### config.mk
export PLATFORM = sky130hd
export DESIGN_NAME = ea_pc_unit
export DESIGN_NICKNAME = d
export VERILOG_FILES = /design/src/rtl/eap_pkg.sv /design/src/rtl/eap_addr_gen.sv /design/src/rtl/eap_pc_gen.sv /design/src/rtl/eap_wb_gen.sv /design/src/rtl/ea_pc_unit.sv
export SDC_FILE = /design/constraint.sdc
export NUM_CORES = 1
export LEC_CHECK = 0
export BUFFER_PORTS_ARGS = -buffer_cell sky130_fd_sc_hd__buf_2
export CORE_UTILIZATION = 40
export CTS_CLUSTER_DIAMETER = 40
export CTS_CLUSTER_SIZE = 8
export DETAILED_ROUTE_END_ITERATION = 8
export PLACE_DENSITY = 0.66
export SKIP_LAST_GASP = 1
export SLEW_MARGIN = 20
export SYNTH_ARGS = -nofsm -noshare
export SYNTH_HDL_FRONTEND = slang
export SYNTH_HIERARCHICAL = 1
export SYNTH_SLANG_ARGS = --single-unit
### constraint.sdc
create_clock -name clk -period 3.4 [get_ports clk]
set_input_delay 0.17 -clock clk [delete_from_list [all_inputs] [get_ports clk]]
set_output_delay 0.17 -clock clk [all_outputs]
set_load 0.01 [all_outputs]
### src/rtl/eap_pkg.sv
package eap_pkg;

   typedef enum logic [2:0] {
      OP_AND = 3'd0,
      OP_TAD = 3'd1,
      OP_ISZ = 3'd2,
      OP_DCA = 3'd3,
      OP_JMS = 3'd4,
      OP_JMP = 3'd5,
      OP_IOT = 3'd6,
      OP_OPR = 3'd7
   } opcode_e;

   localparam int OPC_W = 3;

   // memory-reference opcodes are 0..5
   function automatic logic is_memref(opcode_e op);
      return (op != OP_IOT) && (op != OP_OPR);
   endfunction

   // data-only memory references (no change of flow)
   function automatic logic is_data_ref(opcode_e op);
      return (op == OP_AND) || (op == OP_TAD) || (op == OP_ISZ) || (op == OP_DCA);
   endfunction

endpackage

### src/rtl/eap_addr_gen.sv
module eap_addr_gen #(
   parameter  int WORD_W     = 12,
   parameter  int FIELD_W    = 3,
   parameter  bit AUTOINC_EN = 1'b1,
   parameter  int AI_BASE    = 8,
   parameter  int AI_COUNT   = 8,
   localparam int ADDR_W     = WORD_W + FIELD_W
) (
   input  logic [FIELD_W-1:0] df,
   input  logic [WORD_W-1:0]  pc_low,
   input  logic [WORD_W-1:0]  instr,
   input  logic [WORD_W-1:0]  ptr_word,
   input  logic               memref,
   input  logic               data_ref,
   output logic [ADDR_W-1:0]  ea_init,
   output logic [ADDR_W-1:0]  ea_final,
   output logic               need_ind,
   output logic               need_ai,
   output logic [WORD_W-1:0]  ptr_inc
);

   localparam int PAGE_OFS_W = WORD_W - 5;
   localparam int PAGE_W     = WORD_W - PAGE_OFS_W;
   localparam int AI_SH      = $clog2(AI_COUNT);
   localparam int TAG_W      = WORD_W - AI_SH;
   localparam logic [TAG_W-1:0] AI_TAG = TAG_W'(AI_BASE >> AI_SH);

   logic              page_sel;
   logic              ind_bit;
   logic [PAGE_W-1:0] page_bits;
   logic [WORD_W-1:0] init_low;
   logic [WORD_W-1:0] final_low;

   assign page_sel  = instr[PAGE_OFS_W];
   assign ind_bit   = instr[PAGE_OFS_W+1];
   assign page_bits = page_sel ? pc_low[WORD_W-1:PAGE_OFS_W] : '0;
   assign init_low  = {page_bits, instr[PAGE_OFS_W-1:0]};
   assign need_ind  = memref & ind_bit;
   assign ptr_inc   = ptr_word + 1'b1;

   generate
      if (AUTOINC_EN) begin : g_ai
         logic in_win;
         assign in_win  = (init_low[WORD_W-1:AI_SH] == AI_TAG);
         assign need_ai = need_ind & data_ref & in_win;
      end else begin : g_no_ai
         logic unused_ai;
         assign unused_ai = data_ref;
         assign need_ai   = 1'b0;
      end
   endgenerate

   always_comb begin
      if (!need_ind)
         final_low = init_low;
      else if (need_ai)
         final_low = ptr_inc;
      else
         final_low = ptr_word;
   end

   assign ea_init  = {df, init_low};
   assign ea_final = {df, final_low};

endmodule

### src/rtl/eap_pc_gen.sv
module eap_pc_gen #(
   parameter  int WORD_W  = 12,
   parameter  int FIELD_W = 3,
   localparam int ADDR_W  = WORD_W + FIELD_W
) (
   input  eap_pkg::opcode_e   op,
   input  logic [ADDR_W-1:0]  pc,
   input  logic [FIELD_W-1:0] ifld,
   input  logic               hold,
   input  logic [WORD_W-1:0]  final_low,
   input  logic [WORD_W-1:0]  opnd,
   output logic [ADDR_W-1:0]  next_pc,
   output logic [WORD_W-1:0]  ret_word
);
   import eap_pkg::*;

   logic [FIELD_W-1:0] cur_fld;
   logic [WORD_W-1:0]  cur_low;
   logic [WORD_W-1:0]  seq_low;
   logic [WORD_W-1:0]  skip_low;
   logic [WORD_W-1:0]  sub_low;
   logic               isz_zero;

   assign cur_fld  = pc[ADDR_W-1:WORD_W];
   assign cur_low  = pc[WORD_W-1:0];
   assign seq_low  = hold ? cur_low : cur_low + 1'b1;
   assign skip_low = seq_low + 1'b1;
   assign sub_low  = final_low + 1'b1;
   // operand of all ones wraps to zero after increment
   assign isz_zero = &opnd;
   assign ret_word = seq_low;

   always_comb begin
      case (op)
         OP_JMP:  next_pc = {ifld, final_low};
         OP_JMS:  next_pc = {ifld, sub_low};
         OP_ISZ:  next_pc = {cur_fld, (isz_zero ? skip_low : seq_low)};
         default: next_pc = {cur_fld, seq_low};
      endcase
   end

endmodule

### src/rtl/eap_wb_gen.sv
module eap_wb_gen #(
   parameter int WORD_W = 12
) (
   input  eap_pkg::opcode_e  op,
   input  logic [WORD_W-1:0] opnd,
   input  logic [WORD_W-1:0] ret_word,
   output logic              wb_en,
   output logic [WORD_W-1:0] wb_word,
   output logic              skip
);
   import eap_pkg::*;

   logic [WORD_W-1:0] isz_word;

   assign isz_word = opnd + 1'b1;

   always_comb begin
      wb_en   = 1'b0;
      wb_word = '0;
      skip    = 1'b0;
      case (op)
         OP_JMS: begin
            wb_en   = 1'b1;
            wb_word = ret_word;
         end
         OP_ISZ: begin
            wb_en   = 1'b1;
            wb_word = isz_word;
            skip    = (isz_word == '0);
         end
         default: ;
      endcase
   end

endmodule

### src/rtl/ea_pc_unit.sv
module ea_pc_unit #(
   parameter  int WORD_W     = 12,
   parameter  int FIELD_W    = 3,
   parameter  bit AUTOINC_EN = 1'b1,
   parameter  int AI_BASE    = 8,
   parameter  int AI_COUNT   = 8,
   localparam int ADDR_W     = WORD_W + FIELD_W
) (
   input  logic               clk,
   input  logic               rst_n,
   input  logic               in_valid,
   input  logic [FIELD_W-1:0] df_in,
   input  logic [FIELD_W-1:0] if_in,
   input  logic [ADDR_W-1:0]  pc_in,
   input  logic [WORD_W-1:0]  instr_in,
   input  logic               irq_in,
   input  logic [WORD_W-1:0]  ptr_in,
   input  logic [WORD_W-1:0]  opnd_in,
   output logic               out_valid,
   output logic [ADDR_W-1:0]  ea_init_o,
   output logic [ADDR_W-1:0]  ea_final_o,
   output logic               ind_req_o,
   output logic               ai_req_o,
   output logic [WORD_W-1:0]  ptr_wb_o,
   output logic [ADDR_W-1:0]  next_pc_o,
   output logic               op_wb_en_o,
   output logic [WORD_W-1:0]  op_wb_o,
   output logic               skip_o,
   output logic               irq_fault_o
);
   import eap_pkg::*;

   localparam int PAGE_OFS_W = WORD_W - 5;
   localparam logic [WORD_W-1:0] IRQ_WORD = {OP_JMS, {(WORD_W-OPC_W){1'b0}}};

   // elaboration-time parameter checks
   if (WORD_W < 8) begin : g_chk_word
      $error("ea_pc_unit: WORD_W must be at least 8");
   end
   if (FIELD_W < 1) begin : g_chk_field
      $error("ea_pc_unit: FIELD_W must be at least 1");
   end
   if ((AI_COUNT < 1) || ((AI_COUNT & (AI_COUNT - 1)) != 0)) begin : g_chk_cnt
      $error("ea_pc_unit: AI_COUNT must be a power of two");
   end
   if ((AI_BASE % AI_COUNT) != 0) begin : g_chk_align
      $error("ea_pc_unit: AI_BASE must be aligned to AI_COUNT");
   end
   if ((AI_BASE + AI_COUNT) > (1 << PAGE_OFS_W)) begin : g_chk_page
      $error("ea_pc_unit: auto-increment window must lie inside page zero");
   end

   logic [WORD_W-1:0]  instr_eff;
   opcode_e            op;
   logic               memref;
   logic               data_ref;
   logic               fault;
   logic [ADDR_W-1:0]  ea_init;
   logic [ADDR_W-1:0]  ea_final;
   logic               need_ind;
   logic               need_ai;
   logic [WORD_W-1:0]  ptr_inc;
   logic [ADDR_W-1:0]  next_pc;
   logic [WORD_W-1:0]  ret_word;
   logic               wb_en;
   logic [WORD_W-1:0]  wb_word;
   logic               skip;

   assign instr_eff = irq_in ? IRQ_WORD : instr_in;
   assign op        = opcode_e'(instr_eff[WORD_W-1 -: OPC_W]);
   assign memref    = is_memref(op);
   assign data_ref  = is_data_ref(op);
   assign fault     = irq_in & ((|df_in) | (|if_in));

   eap_addr_gen #(
      .WORD_W     (WORD_W),
      .FIELD_W    (FIELD_W),
      .AUTOINC_EN (AUTOINC_EN),
      .AI_BASE    (AI_BASE),
      .AI_COUNT   (AI_COUNT)
   ) u_addr (
      .df       (df_in),
      .pc_low   (pc_in[WORD_W-1:0]),
      .instr    (instr_eff),
      .ptr_word (ptr_in),
      .memref   (memref),
      .data_ref (data_ref),
      .ea_init  (ea_init),
      .ea_final (ea_final),
      .need_ind (need_ind),
      .need_ai  (need_ai),
      .ptr_inc  (ptr_inc)
   );

   eap_pc_gen #(
      .WORD_W  (WORD_W),
      .FIELD_W (FIELD_W)
   ) u_pc (
      .op        (op),
      .pc        (pc_in),
      .ifld      (if_in),
      .hold      (irq_in),
      .final_low (ea_final[WORD_W-1:0]),
      .opnd      (opnd_in),
      .next_pc   (next_pc),
      .ret_word  (ret_word)
   );

   eap_wb_gen #(
      .WORD_W (WORD_W)
   ) u_wb (
      .op       (op),
      .opnd     (opnd_in),
      .ret_word (ret_word),
      .wb_en    (wb_en),
      .wb_word  (wb_word),
      .skip     (skip)
   );

   always_ff @(posedge clk) begin
      if (!rst_n) begin
         out_valid   <= 1'b0;
         ea_init_o   <= '0;
         ea_final_o  <= '0;
         ind_req_o   <= 1'b0;
         ai_req_o    <= 1'b0;
         ptr_wb_o    <= '0;
         next_pc_o   <= '0;
         op_wb_en_o  <= 1'b0;
         op_wb_o     <= '0;
         skip_o      <= 1'b0;
         irq_fault_o <= 1'b0;
      end else begin
         out_valid <= in_valid;
         if (in_valid) begin
            ea_init_o   <= ea_init;
            ea_final_o  <= ea_final;
            ind_req_o   <= need_ind;
            ai_req_o    <= need_ai;
            ptr_wb_o    <= ptr_inc;
            next_pc_o   <= next_pc;
            op_wb_en_o  <= wb_en;
            op_wb_o     <= wb_word;
            skip_o      <= skip;
            irq_fault_o <= fault;
         end
      end
   end

endmodule

# Word level (Yosys, flattened, before mapping)
# Index checks and enable logic that the tools add are counted.
dict set report classes {
  add_sub_neg 5
  div_mod_pow 0
  n_mux 10
  multipliers 0
  reduce_logical 10
  order_cmp 0
  eq_ne 8
  shifts 0
  bitwise_logic 5
}
# operator count
set ops {}
lappend ops {{12-bit by 1-bit adder with 12-bit output (second input constant)} 5}
lappend ops {{12-bit two-way mux} 5}
lappend ops {{15-bit case mux with 3 select lines} 1}
lappend ops {{12-bit case mux with 2 select lines} 1}
lappend ops {{12-bit logical NOT} 1}
lappend ops {{12-bit AND reduction} 1}
lappend ops {{9-bit by 1-bit equality test with 1-bit output (second input constant)} 1}
lappend ops {{3-bit by 2-bit equality test with 1-bit output (second input constant)} 2}
lappend ops {{3-bit equality test (second input constant)} 2}
lappend ops {{3-bit inequality test (second input constant)} 2}
lappend ops {{3-bit OR reduction} 2}
lappend ops {{5-bit two-way mux} 1}
lappend ops {{1-bit AND} 4}
lappend ops {{3-bit by 1-bit equality test with 1-bit output (second input constant)} 1}
lappend ops {{3-bit logical NOT} 1}
lappend ops {{1-bit logical OR} 3}
lappend ops {{1-bit two-way mux} 2}
lappend ops {{2-bit OR reduction} 1}
lappend ops {{1-bit logical AND} 1}
lappend ops {{1-bit bitwise OR} 1}
dict set report word_totals {
  latch_bits 0
  ram_bits 0
  n_memories 0
  mem_bits_ro 0
  regBits 75
}

# Longest topological paths before layout
# Gate-level depths: netlist of the first run.
dict set report logic_depth {
  word_depth 11
  depth_mapped 16
}

# Hierarchy
# Netlist of the first run, hierarchy kept.
# module seq_area_each_um2 area_each_um2 n_inst cells_each
set by_module_without_submodules {}
lappend by_module_without_submodules {ea_pc_unit 1501.4 2971.6 1 259}
lappend by_module_without_submodules {eap_pc_gen 0.0 1134.8 1 175}
lappend by_module_without_submodules {eap_addr_gen 0.0 690.7 1 106}
lappend by_module_without_submodules {eap_wb_gen 0.0 476.7 1 76}

# Worst setup path after synthesis of the first run
# OpenSTA, ideal clock, no wires.
dict set report synth_timing {
  kind {input port to flip-flop}
  from {input irq_in}
  to {register next_pc_o[11]}
  arrival_time_ns 3.290
  path_stages 15
  setup_slack_ns -0.006
  path_buffers 1
  setup_time_ns 0.116
  cell_sequence {clkbuf_1 > nor2b_1 > or3b_4 > nor4b_4 > nand3b_1 > xor2_1 > o21ai_0 > and4b_1 > and3_1 > nand4_1 > xor2_1 > o22ai_1 > or3b_1 > mux2i_1 > nor2b_1}
}
# item line_no
set synth_lines {}
lappend synth_lines {{start: declaration} ea_pc_unit.sv:16} ;# input logic irq_in,
lappend synth_lines {{12-bit two-way mux *} ea_pc_unit.sv:69} ;# assign instr_eff = irq_in ? IRQ_WORD : instr_in;
lappend synth_lines {{named net instr_eff[4]} ea_pc_unit.sv:53} ;# logic [WORD_W-1:0] instr_eff;
lappend synth_lines {{9-bit by 1-bit equality test with 1-bit output} eap_addr_gen.sv:44} ;# assign in_win = (init_low[WORD_W-1:AI_SH] == AI_TAG);
lappend synth_lines {{1-bit AND} eap_addr_gen.sv:45} ;# assign need_ai = need_ind & data_ref & in_win;
lappend synth_lines {{12-bit two-way mux} eap_addr_gen.sv:56} ;# else if (need_ai)
lappend synth_lines {{12-bit two-way mux *} eap_addr_gen.sv:54} ;# if (!need_ind)
lappend synth_lines {{named net ea_final[4]} ea_pc_unit.sv:59} ;# logic [ADDR_W-1:0] ea_final;
lappend synth_lines {{12-bit by 1-bit adder with 12-bit output *} eap_pc_gen.sv:28} ;# assign sub_low = final_low + 1'b1;
lappend synth_lines {{15-bit case mux with 3 select lines *} eap_pc_gen.sv:34} ;# case (op)
lappend synth_lines {{named net next_pc[11]} ea_pc_unit.sv:63} ;# logic [ADDR_W-1:0] next_pc;
lappend synth_lines {{end signal: assignment} ea_pc_unit.sv:141} ;# next_pc_o <= next_pc;
lappend synth_lines {{end: declaration} ea_pc_unit.sv:25} ;# output logic [ADDR_W-1:0] next_pc_o,
# Mark *: on every way through the listed nets, which the timed path passes. The rest lies on a longest branch.
# A chain may end at the register's enable or synchronous reset.

# Final worst setup path of the first run
dict set report layout_timing {
  from {input irq_in}
  to {register next_pc_o[11]}
}
# item line_no
set layout_lines {}
lappend layout_lines {{12-bit two-way mux} ea_pc_unit.sv:69}
lappend layout_lines {{named net instr_eff[3]} ea_pc_unit.sv:53}
lappend layout_lines {{9-bit by 1-bit equality test with 1-bit output} eap_addr_gen.sv:44}
lappend layout_lines {{1-bit AND} eap_addr_gen.sv:45}
lappend layout_lines {{12-bit two-way mux} eap_addr_gen.sv:56}
lappend layout_lines {{12-bit two-way mux} eap_addr_gen.sv:54}
lappend layout_lines {{named net ea_final[6]} ea_pc_unit.sv:59}
lappend layout_lines {{12-bit by 1-bit adder with 12-bit output} eap_pc_gen.sv:28}
lappend layout_lines {{15-bit case mux with 3 select lines} eap_pc_gen.sv:34}
lappend layout_lines {{named net next_pc[11]} ea_pc_unit.sv:63}
# The timed path passes the listed nets, and every way through them passes these cells.

==> metrics, run 1 <==
Synth warnings 6; Slew Viols, Final 0; hpwl dp 11.51 mm; pre-CTS setup slack 36.80 ps; kind of end point of the critical path register; chip width 116.8 um; final net count 808; post-synthesis cell type count 67; Seq/Total Area, Yosys 28.47%; asr flop ratio synth 0%; crit path DAT 3230 ps; fillcell total 1,292; clock skew 0 ps; crit path cell chain buf_2, nor2b_1, or3b_4, nor4b_4, nand3_2, xor2_1, o21ai_0, and4b_1, and3_1, nand4_1, xor2_1, o22ai_1, or3b_1, mux2i_1, nor2b_1; min Tclk post-route 2997 ps; Synth Register Bits 75; 1st-iter DRT viols 314; drc violations 0; top-area cell type share of the netlist area 28.47%; Slew @ Worst Pin 1020 ps; largest net degree at the start of global routing 77; initial antenna violation count 0; GRT Residual Overflow 0; Final Core Density 49.75%; WL met3 969 um; met1 wire length 6.509 mm; most frequent cell after synthesis nor2b_1; final hold viol count 0; die outline area 13,650 um2; Post-CTS Repair Setup Buffers 0; endpoints failing setup 0; H-tree depth 3; WL per Instance 16.15 um; CP Max Fanout 7; num rows 41; CTS tree done; Net Count, Synth 683; post-route cell area 6330 um2; wire length on met2 7.073 mm; Lkg Pwr 2.842 nW; Num CTS Buffers 9; area post-placement 6040 um2; critical path class primary input to register; DRT Pass-1 Iters 5; Final WS setup 403.2 ps; GRT Resource Usage Total 22.45%; Avg Cell Area, Syn 8.561 um2; Fin Setup TNS 0 ps; cell taking the most area after synthesis dfxtp_1; drt total wl 14.81 mm; layout cells sized above 1 25.91%; area grow syn2layout 20.02%; vias in the first global route 4,522; CTS Root Cell clkbuf_16; RSZ-0062 raised after global routing no; status finished, final reports clean; Fmax 333.7 MHz; Startpoint Class primary input; first-pass GRT wire length 23.09 mm; Critical Path RT 3640 ps; Hold Buf Count CTS 0; ant diodes 0; core box area 12,720 um2; Peak VDD IR 0.0003146 V; post-route ant nets 0; max-cap violation count 0; Primary FF master, synth dfxtp_1; Die Y 116.8 um; num ports 136; Relative slew margins 32.02%; CTS resizes 0; slowest CP cell nor4b_4; most instantiated cells after synthesis 89 x nor2b_1, 75 x dfxtp_1, 75 x mux2i_1, 56 x nand2_1; min-delay worst type primary input to register; Clock Pin Slew Worst Setup and Hold Paths 60 ps; Clock Tree Buf Depth 2; top cells by area, synth dfxtp_1 28%, mux2i_1 14%, nor2b_1 11%; Power per Cell Area 371.3 nW/um2; Initial Utilization 41.45%; via density per instance 5.178; clock latency on the worst-skew pair 340 ps; Post-synth EDFFs 0; Placer Congestion 0.9105; Post-Syn Instances 616; PortBufs 135; uppermost layer routed met4; Sinks on Clock Net 75; total number of vias 4,748; crit share post-route 88.14%; max incr delay on CP 420 ps; Mapped Area 5274 um2
## layer usage
metal  vias up  global-route usage, %
met1      2193                  27.35
met5         -                      0
li1       2372                      -
met3        18                  5.819
met2       165                  38.86
met4         0                  6.667
## cell type report
type | instances | area (um2) | area share, %
clock buffer | 13 | 250.2 | 3.953
clock inverter | 2 | 12.51 | 0.1977
inverter | 17 | 63.81 | 1.008
multi-input combinational | 476 | 3386 | 53.49
sequential | 75 | 1501 | 23.72
tap | 172 | 215.2 | 3.400
timing repair buffer | 162 | 900.9 | 14.23
## cell usage in the layout, fill, tap and decap left out, types with 14 or more instances in the layout
cell | netlist | final
xor2_1 | 23 | 23
buf_4 | 16 | 27
nand2_1 | 56 | 56
dfxtp_1 | 75 | 75
xnor2_1 | 32 | 32
mux2i_1 | 75 | 75
buf_2 | 5 | 134
nor2_1 | 32 | 32
o21ai_0 | 15 | 14
inv_1 | 17 | 17
nand3_1 | 17 | 17
nor2b_1 | 89 | 89
## per-stage QoR
| stage | hold slack, ps | total power, mW | std cells |
|---|---|---|---|
| after floorplan | 324.9 | 1.308 | 616 |
| after global placement | 461.0 | 1.483 | 901 |
| after detailed placement | 479.1 | 1.492 | 901 |
| after CTS | 121.3 | 2.376 | 916 |
| after global routing | 147.7 | 2.476 | 917 |
| final | 130.2 | 2.350 | 917 |
## worst paths after layout
| check | slack [ps] | startpoint | cells after the start | endpoint |
|---|---|---|---|---|
| setup / recovery | 400 | irq_in | 15 | next_pc_o[11] |
| hold / removal | 130 | df_in[1] | 3 | irq_fault_o |
| setup reg to reg | 2700 | ai_req_o | 2 | ai_req_o |
| hold reg to reg | 490 | irq_fault_o | 2 | irq_fault_o |
## power by group
part           switching (mW)  internal (mW)  total (mW)
sequential             0.0247          0.927       0.952
clock                   0.363          0.509       0.873
combinational           0.295          0.230       0.525
total                   0.683           1.67        2.35
## cells by family (layout without fill, tap and decap cells)
group / after synthesis / after routing / synth area share (%)
AO/OA/AOI/OAI: 64 / 64 / 8.849
AND/OR/NAND/NOR: 274 / 274 / 30.04
adder cells (fa/ha/maj): 6 / 6 / 1.423
multiplexers: 76 / 76 / 14.45
buffers and inverters: 65 / 194 / 7.331
XOR/XNOR: 56 / 56 / 9.443
flip-flops: 75 / 75 / 28.47
## critical path: cells and delay by family
kind | cells | cell delay, ps
and+or+nand+nor | 9 | 2140
muxes | 1 | 140
xor gates and xnor gates | 2 | 340
buffers and inverters | 1 | 150
AOI/OAI and AO/OA | 2 | 290
## flip-flops by register name, indices dropped and copies added, names as in the netlist
signal,cells
next_pc_o,15
op_wb_o,12
ptr_wb_o,12
skip_o,1
irq_fault_o,1
ea_init_o,15
out_valid,1
op_wb_en_o,1
ind_req_o,1
ai_req_o,1
ea_final_o,15
Note: power is estimated with default switching activity, not from simulation.
==> run 2, diff against run 1 <==
Settings changed: ABC_AREA from default to 1, PLACE_DENSITY 0.66 to default.
Clock period 3.4 ns to 3.13 ns, I/O delays scaled along.
==> run 2 against run 1 <==
Effect of this change:
- non-clock buffer count shrank 8
- via count increased by 24%
- sequential power rose by 10%
- combinational power is 21% higher
- highest routed layer unchanged
==> metrics, run 2 <==
status finished, final reports clean; DRT Pass-1 Iters 6; core box area 13,350 um2; hpwl dp 12.35 mm; RSZ-0062 raised after global routing no; CTS tree done; total power 2.849 mW; R2R Path Start ind_req_o; Power Internal 1.979 mW; uppermost layer routed met4; WHS Path Cells 3; Slew Viols, Final 0; GRT Resource Usage Total 22.59%; clock latency on the worst-skew pair 330 ps; Reg power frac 37.0%; Initial Utilization 41.36%; H-tree depth 3; initial antenna violation count 0; largest net degree at the start of global routing 76; Relative slew margins 52.77%; layout cells sized above 1 28.60%; asr flop ratio synth 0%; crit path DAT 2910 ps; Fmax 378.6 MHz; via density per instance 4.969; Avg Cell Area, Syn 6.266 um2; hold path start df_in[1]; WL per Instance 13.62 um; 1st-iter DRT viols 450; most frequent cells in the layout 200 x nand2_1, 134 x buf_2, 133 x nor2_1; first-pass GRT wire length 25.75 mm; Critical Path RT 3400 ps; Fin Setup TNS 0 ps; die outline area 14,270 um2; num rows 42; drt total wl 16.11 mm; Lkg Pwr 3.378 nW; share of total power in combinational logic 22.3%; largest registers ea_final_o (15), ea_init_o (15), next_pc_o (15); Die Y 119.5 um; kind of end point of the critical path register; Sinks on Clock Net 75; Hold Slack 93.34 ps; top-area cell type share of the netlist area 27.20%; Seq/Total Area, Yosys 27.20%; met1 wire length 7.358 mm; Final WS setup 488.9 ps; Post-Syn Instances 881; slowest CP cell nor2_1; most instantiated cells after synthesis 200 x nand2_1, 133 x nor2_1, 93 x inv_1, 77 x nor2_2, 75 x dfxtp_1; total number of vias 5,878; post-synthesis cell type count 40; drc violations 0; ant diodes 0; cell taking the most area after synthesis dfxtp_1; area grow syn2layout 18.56%; Primary FF master, synth dfxtp_1; CTS Root Cell clkbuf_16; area post-placement 6207 um2; Post-CTS Repair Setup Buffers 0; Hold EP ea_init_o[13]; Synth Register Bits 75; Slew @ Worst Pin 708.4 ps; Clock Pin Slew Worst Setup and Hold Paths 60 ps; post-route cell area 6545 um2; RR Endpoint ind_req_o; pre-CTS setup slack 212.1 ps; final net count 1,069; Psw 0.8703 mW; crit share post-route 84.38%; min-delay worst type primary input to register; Post-synth EDFFs 0; Reg2Reg Depth 2; WL met3 1.081 mm; max incr delay on CP 280 ps; clock skew 0 ps; commonest non-fill, non-tap cell in the layout nand2_1; top cells by area, synth dfxtp_1 27%, nand2_1 14%, nor2_1 9.0%; Synth warnings 6; critical path class primary input to register; clock share of power 40.7%; Power per Cell Area 435.3 nW/um2; PortBufs 135; CP Max Fanout 9; CTS resizes 0; wire length on met2 7.383 mm; crit path cell chain buf_2, nor2_1, nand2_1, nand3_1, nor2_1, nand2_2, inv_1, nand2_1, nand3_1, nand2_1, ha_1, nand2_1, nor2_1, nand3_1, nor2_1, nand3b_1, o21bai_1, nand3_1, nand2_1, inv_1, a21oi_2, nor2_2, nor2_1; Mapped Area 5520 um2; Clock Tree Buf Depth 2; Peak VDD IR 0.0002369 V; Net Count, Synth 948; Startpoint Class primary input; Placer Congestion 0.9990; Num CTS Buffers 9; Hold Buf Count CTS 0; final hold viol count 0; num ports 136; chip width 119.5 um; post-route ant nets 0; min Tclk post-route 2641 ps; max-cap violation count 0; Sw Share 30.55%; most frequent cell after synthesis nand2_1; GRT Residual Overflow 0; endpoints failing setup 0; fillcell total 1,455; vias in the first global route 5,185; Reg2Reg Setup Slack 2490 ps
==> run 2: cell count changes after synthesis, moves of 21 or more <==
cell / before / now
nand2_1: 56 / 200
nor2_1: 32 / 133
nor2b_1: 89 / 0
nor2_2: 0 / 77
inv_1: 17 / 93
mux2i_1: 75 / 0
o21ai_0: 15 / 66
nand3_1: 17 / 58
xnor2_1: 32 / 0
o21ai_1: 7 / 28
==> run 2: worst max-delay path by stage <==
stage	startpoint	to	slack, ps	cells after the start
after floorplan	irq_in	next_pc_o[10]	350	22
after global placement	irq_in	next_pc_o[10]	340	22
after detailed placement	irq_in	next_pc_o[10]	210	23
after CTS	irq_in	next_pc_o[10]	560	23
after global routing	irq_in	next_pc_o[10]	130	23
final	irq_in	next_pc_o[10]	490	23
==> run 2: area by class of cell <==
cell class | instances | area [um2] | share of cell area, %
clock buffers | 10 | 239.0 | 3.651
clock inverters | 6 | 96.34 | 1.472
inverters | 98 | 376.6 | 5.754
multi-input cells | 664 | 3291 | 50.28
flip-flops and latches | 75 | 1501 | 22.94
well taps | 176 | 220.2 | 3.365
repair buffers | 154 | 820.8 | 12.54
==> run 2: worst max-delay path, delay by kind of cell <==
kind                     cells  cell delay [ps]
AND/OR/NAND/NOR             17             1920
buffers and inverters        3              360
AO/OA/AOI/OAI                2              300
adder cells (fa/ha/maj)      1              190
==> run 2: kinds of logic after synthesis <==
logic type               share of synthesized area (%)
flip-flops                                       27.20
AO/OA/AOI/OAI                                    12.15
XOR/XNOR                                         1.269
buffers and inverters                            13.19
AND/OR/NAND/NOR                                  44.83
adder cells (fa/ha/maj)                          1.360
==> run 2: per-stage QoR <==
stage / instances / utilization, %
after CTS: 1183 / 49.02
after detailed placement: 1167 / 46.50
after global placement: 1167 / 46.50
after floorplan: 881 / -
final: 1183 / 49.03
after global routing: 1183 / 49.03
==> run 2: power by group through the flow <==
stage / registers, mW / clock network, mW / logic (mW)
after floorplan: 1.10 / 0 / 0.390
after global placement: 1.07 / 0 / 0.633
after detailed placement: 1.07 / 0 / 0.634
after CTS: 1.05 / 1.19 / 0.637
after global routing: 1.06 / 1.23 / 0.709
final: 1.05 / 1.16 / 0.636
==> run 2: layer usage <==
layer,vias up,GRT usage (%)
met5,-,0
met2,200,35.66
li1,3025,-
met4,0,7.422
met1,2628,30.66
met3,25,4.406
==> run 3, diff against run 2 <==
Settings changed: PLACE_DENSITY from default to 0.65.
Clock period 3.13 ns to 2.3 ns, I/O delays scaled along.
==> run 3 against run 2 <==
Effect of this change:
- first-iteration DRC count decreased by 25%
- hold slack lost 40 ps
- combinational power increased by 48%
- via count is 0.82% higher
- power increased by 35%
- clock-buffer cell count increased by 1
- final cell count increased by 3.6%
==> metrics, run 3 (synthesized netlist as in run 2, its figures left out) <==
status finished, final reports clean; Initial Utilization 41.36%; Critical Path RT 2530 ps; Psw 1.185 mW; PortBufs 135; drc violations 0; Power Internal 2.656 mW; fin cells 1,226; Lkg Pwr 3.595 nW; largest net degree at the start of global routing 74; total number of vias 5,926; WL per Instance 13.22 um; Slew @ Worst Pin 649.0 ps; Num CTS Buffers 9; ant diodes 0; Peak VDD IR 0.0003355 V; Startpoint Class primary input; Hold Slack 53.35 ps; Power per Cell Area 551.7 nW/um2; share of total power in combinational logic 24.5%; clock share of power 38.2%; kind of end point of the critical path register; GRT Residual Overflow 0; area grow syn2layout 26.11%; die outline area 14,270 um2; Sw Share 30.85%; CTS Root Cell clkbuf_16; min-delay worst type primary input to register; via density per instance 4.834; critical path class primary input to register; 1st-iter DRT viols 337; num ports 136; CTS tree done; Reg power frac 37.3%; Placer Congestion 0.9637; placed cell count 1,204; Relative slew margins 56.73%; initial antenna violation count 0; most frequent cells in the layout 197 x nand2_1, 133 x buf_2, 126 x nor2_1; Worst Setup SP irq_in; Fmax 460.9 MHz; Reg2Reg Setup Slack 1660 ps; Hold Buf Count CTS 0; GRT Resource Usage Total 22.64%; commonest non-fill, non-tap cell in the layout nand2_1; core box area 13,350 um2; post-route ant nets 0; Clock Tree Buf Depth 2; num rows 42; total power 3.841 mW; final net count 1,112; Slew Viols, Final 0; Sinks on Clock Net 75; Die Y 119.5 um; Final Core Density 52.16%; H-tree depth 3; clock latency on the worst-skew pair 340 ps; hold path start df_in[2]; crit path DAT 2400 ps; Clock Pin Slew Worst Setup and Hold Paths 60 ps; max-cap violation count 0; first-pass GRT wire length 25.83 mm; layout cells sized above 1 33.33%; CP Max Fanout 11; largest registers ea_final_o (15), ea_init_o (15), next_pc_o (15); chip width 119.5 um; vias in the first global route 5,204; crit share post-route 94.33%; RSZ-0062 raised after global routing yes; fillcell total 1,413; DRT Pass-1 Iters 5; min Tclk post-route 2170 ps; clock skew 0 ps; hpwl dp 12.60 mm; endpoints failing setup 0; R2R Path Start next_pc_o[6]; final hold viol count 0; drt total wl 16.21 mm
==> run 3: repair_timing <==
action                                  CTS  global route
endpoints found under the setup margin    2             7
setup buffers                             0             6
pin swaps                                 0            18
gates resized for setup                   2            17
endpoints found under the hold margin     0             0
==> run 3: layer usage <==
metal	part of all wire (%)	vias to the layer above	GRT usage, %	wire, um
met4	1.5	0	6.250	244
li1	-	3110	-	-
met3	4.9	17	3.736	794
met2	43	158	34.28	6974
met5	0	-	0	0
met1	51	2641	32.80	8196
==> run 3: per-stage QoR <==
stage	cell area [um2]	setup TNS [ps]	setup WS, ps
after global routing	6962	-336.0	-113.1
final	6962	0	130.3
after global placement	6531	-1438	-254.8
after floorplan	5588	-89.85	-89.85
after detailed placement	6531	-2091	-350.0
after CTS	6853	0	59.20
==> run 3: path summary, 6_finish.rpt <==
check,to,cells past startpoint
setup / recovery,next_pc_o[11],25
hold / removal,ea_final_o[14],3
setup reg to reg,next_pc_o[6],2
hold reg to reg,ptr_wb_o[9],2
==> run 3: layout make-up <==
type	count	area [um2]	share of cell area (%)
multi-input combinational	664	3381	48.56
clock inverter	5	61.31	0.8807
tap	176	220.2	3.163
timing repair buffer	197	1166	16.75
sequential	75	1501	21.57
clock buffer	11	252.7	3.630
inverter	98	379.1	5.446
==> run 3: worst max-delay path, cell delays in order <==
cell and delay [ps]:
buf_12 130, nor2_4 100, nand2_1 70, nand2_2 80, inv_2 50, nand3_2 70, nor2_2 40, nand2_2 130
inv_1 70, buf_4 160, nand2_1 50, nand3_1 70, nand2_1 80, inv_1 60, nor3_2 180, nand2_1 100
nor3_2 220, buf_4 150, nand4_1 70, nand3_1 100, nand2_1 50, inv_1 70, a21oi_2 60, nor2_2 90
nor2_1 50
==> run 3: power by group through the flow <==
stage | clock, mW | sequential, mW | combinational, mW
after global placement | 0 | 1.46 | 0.913
after CTS | 1.50 | 1.43 | 0.923
final | 1.47 | 1.43 | 0.941
after global routing | 1.55 | 1.44 | 1.05
after floorplan | 0 | 1.50 | 0.543
after detailed placement | 0 | 1.46 | 0.915
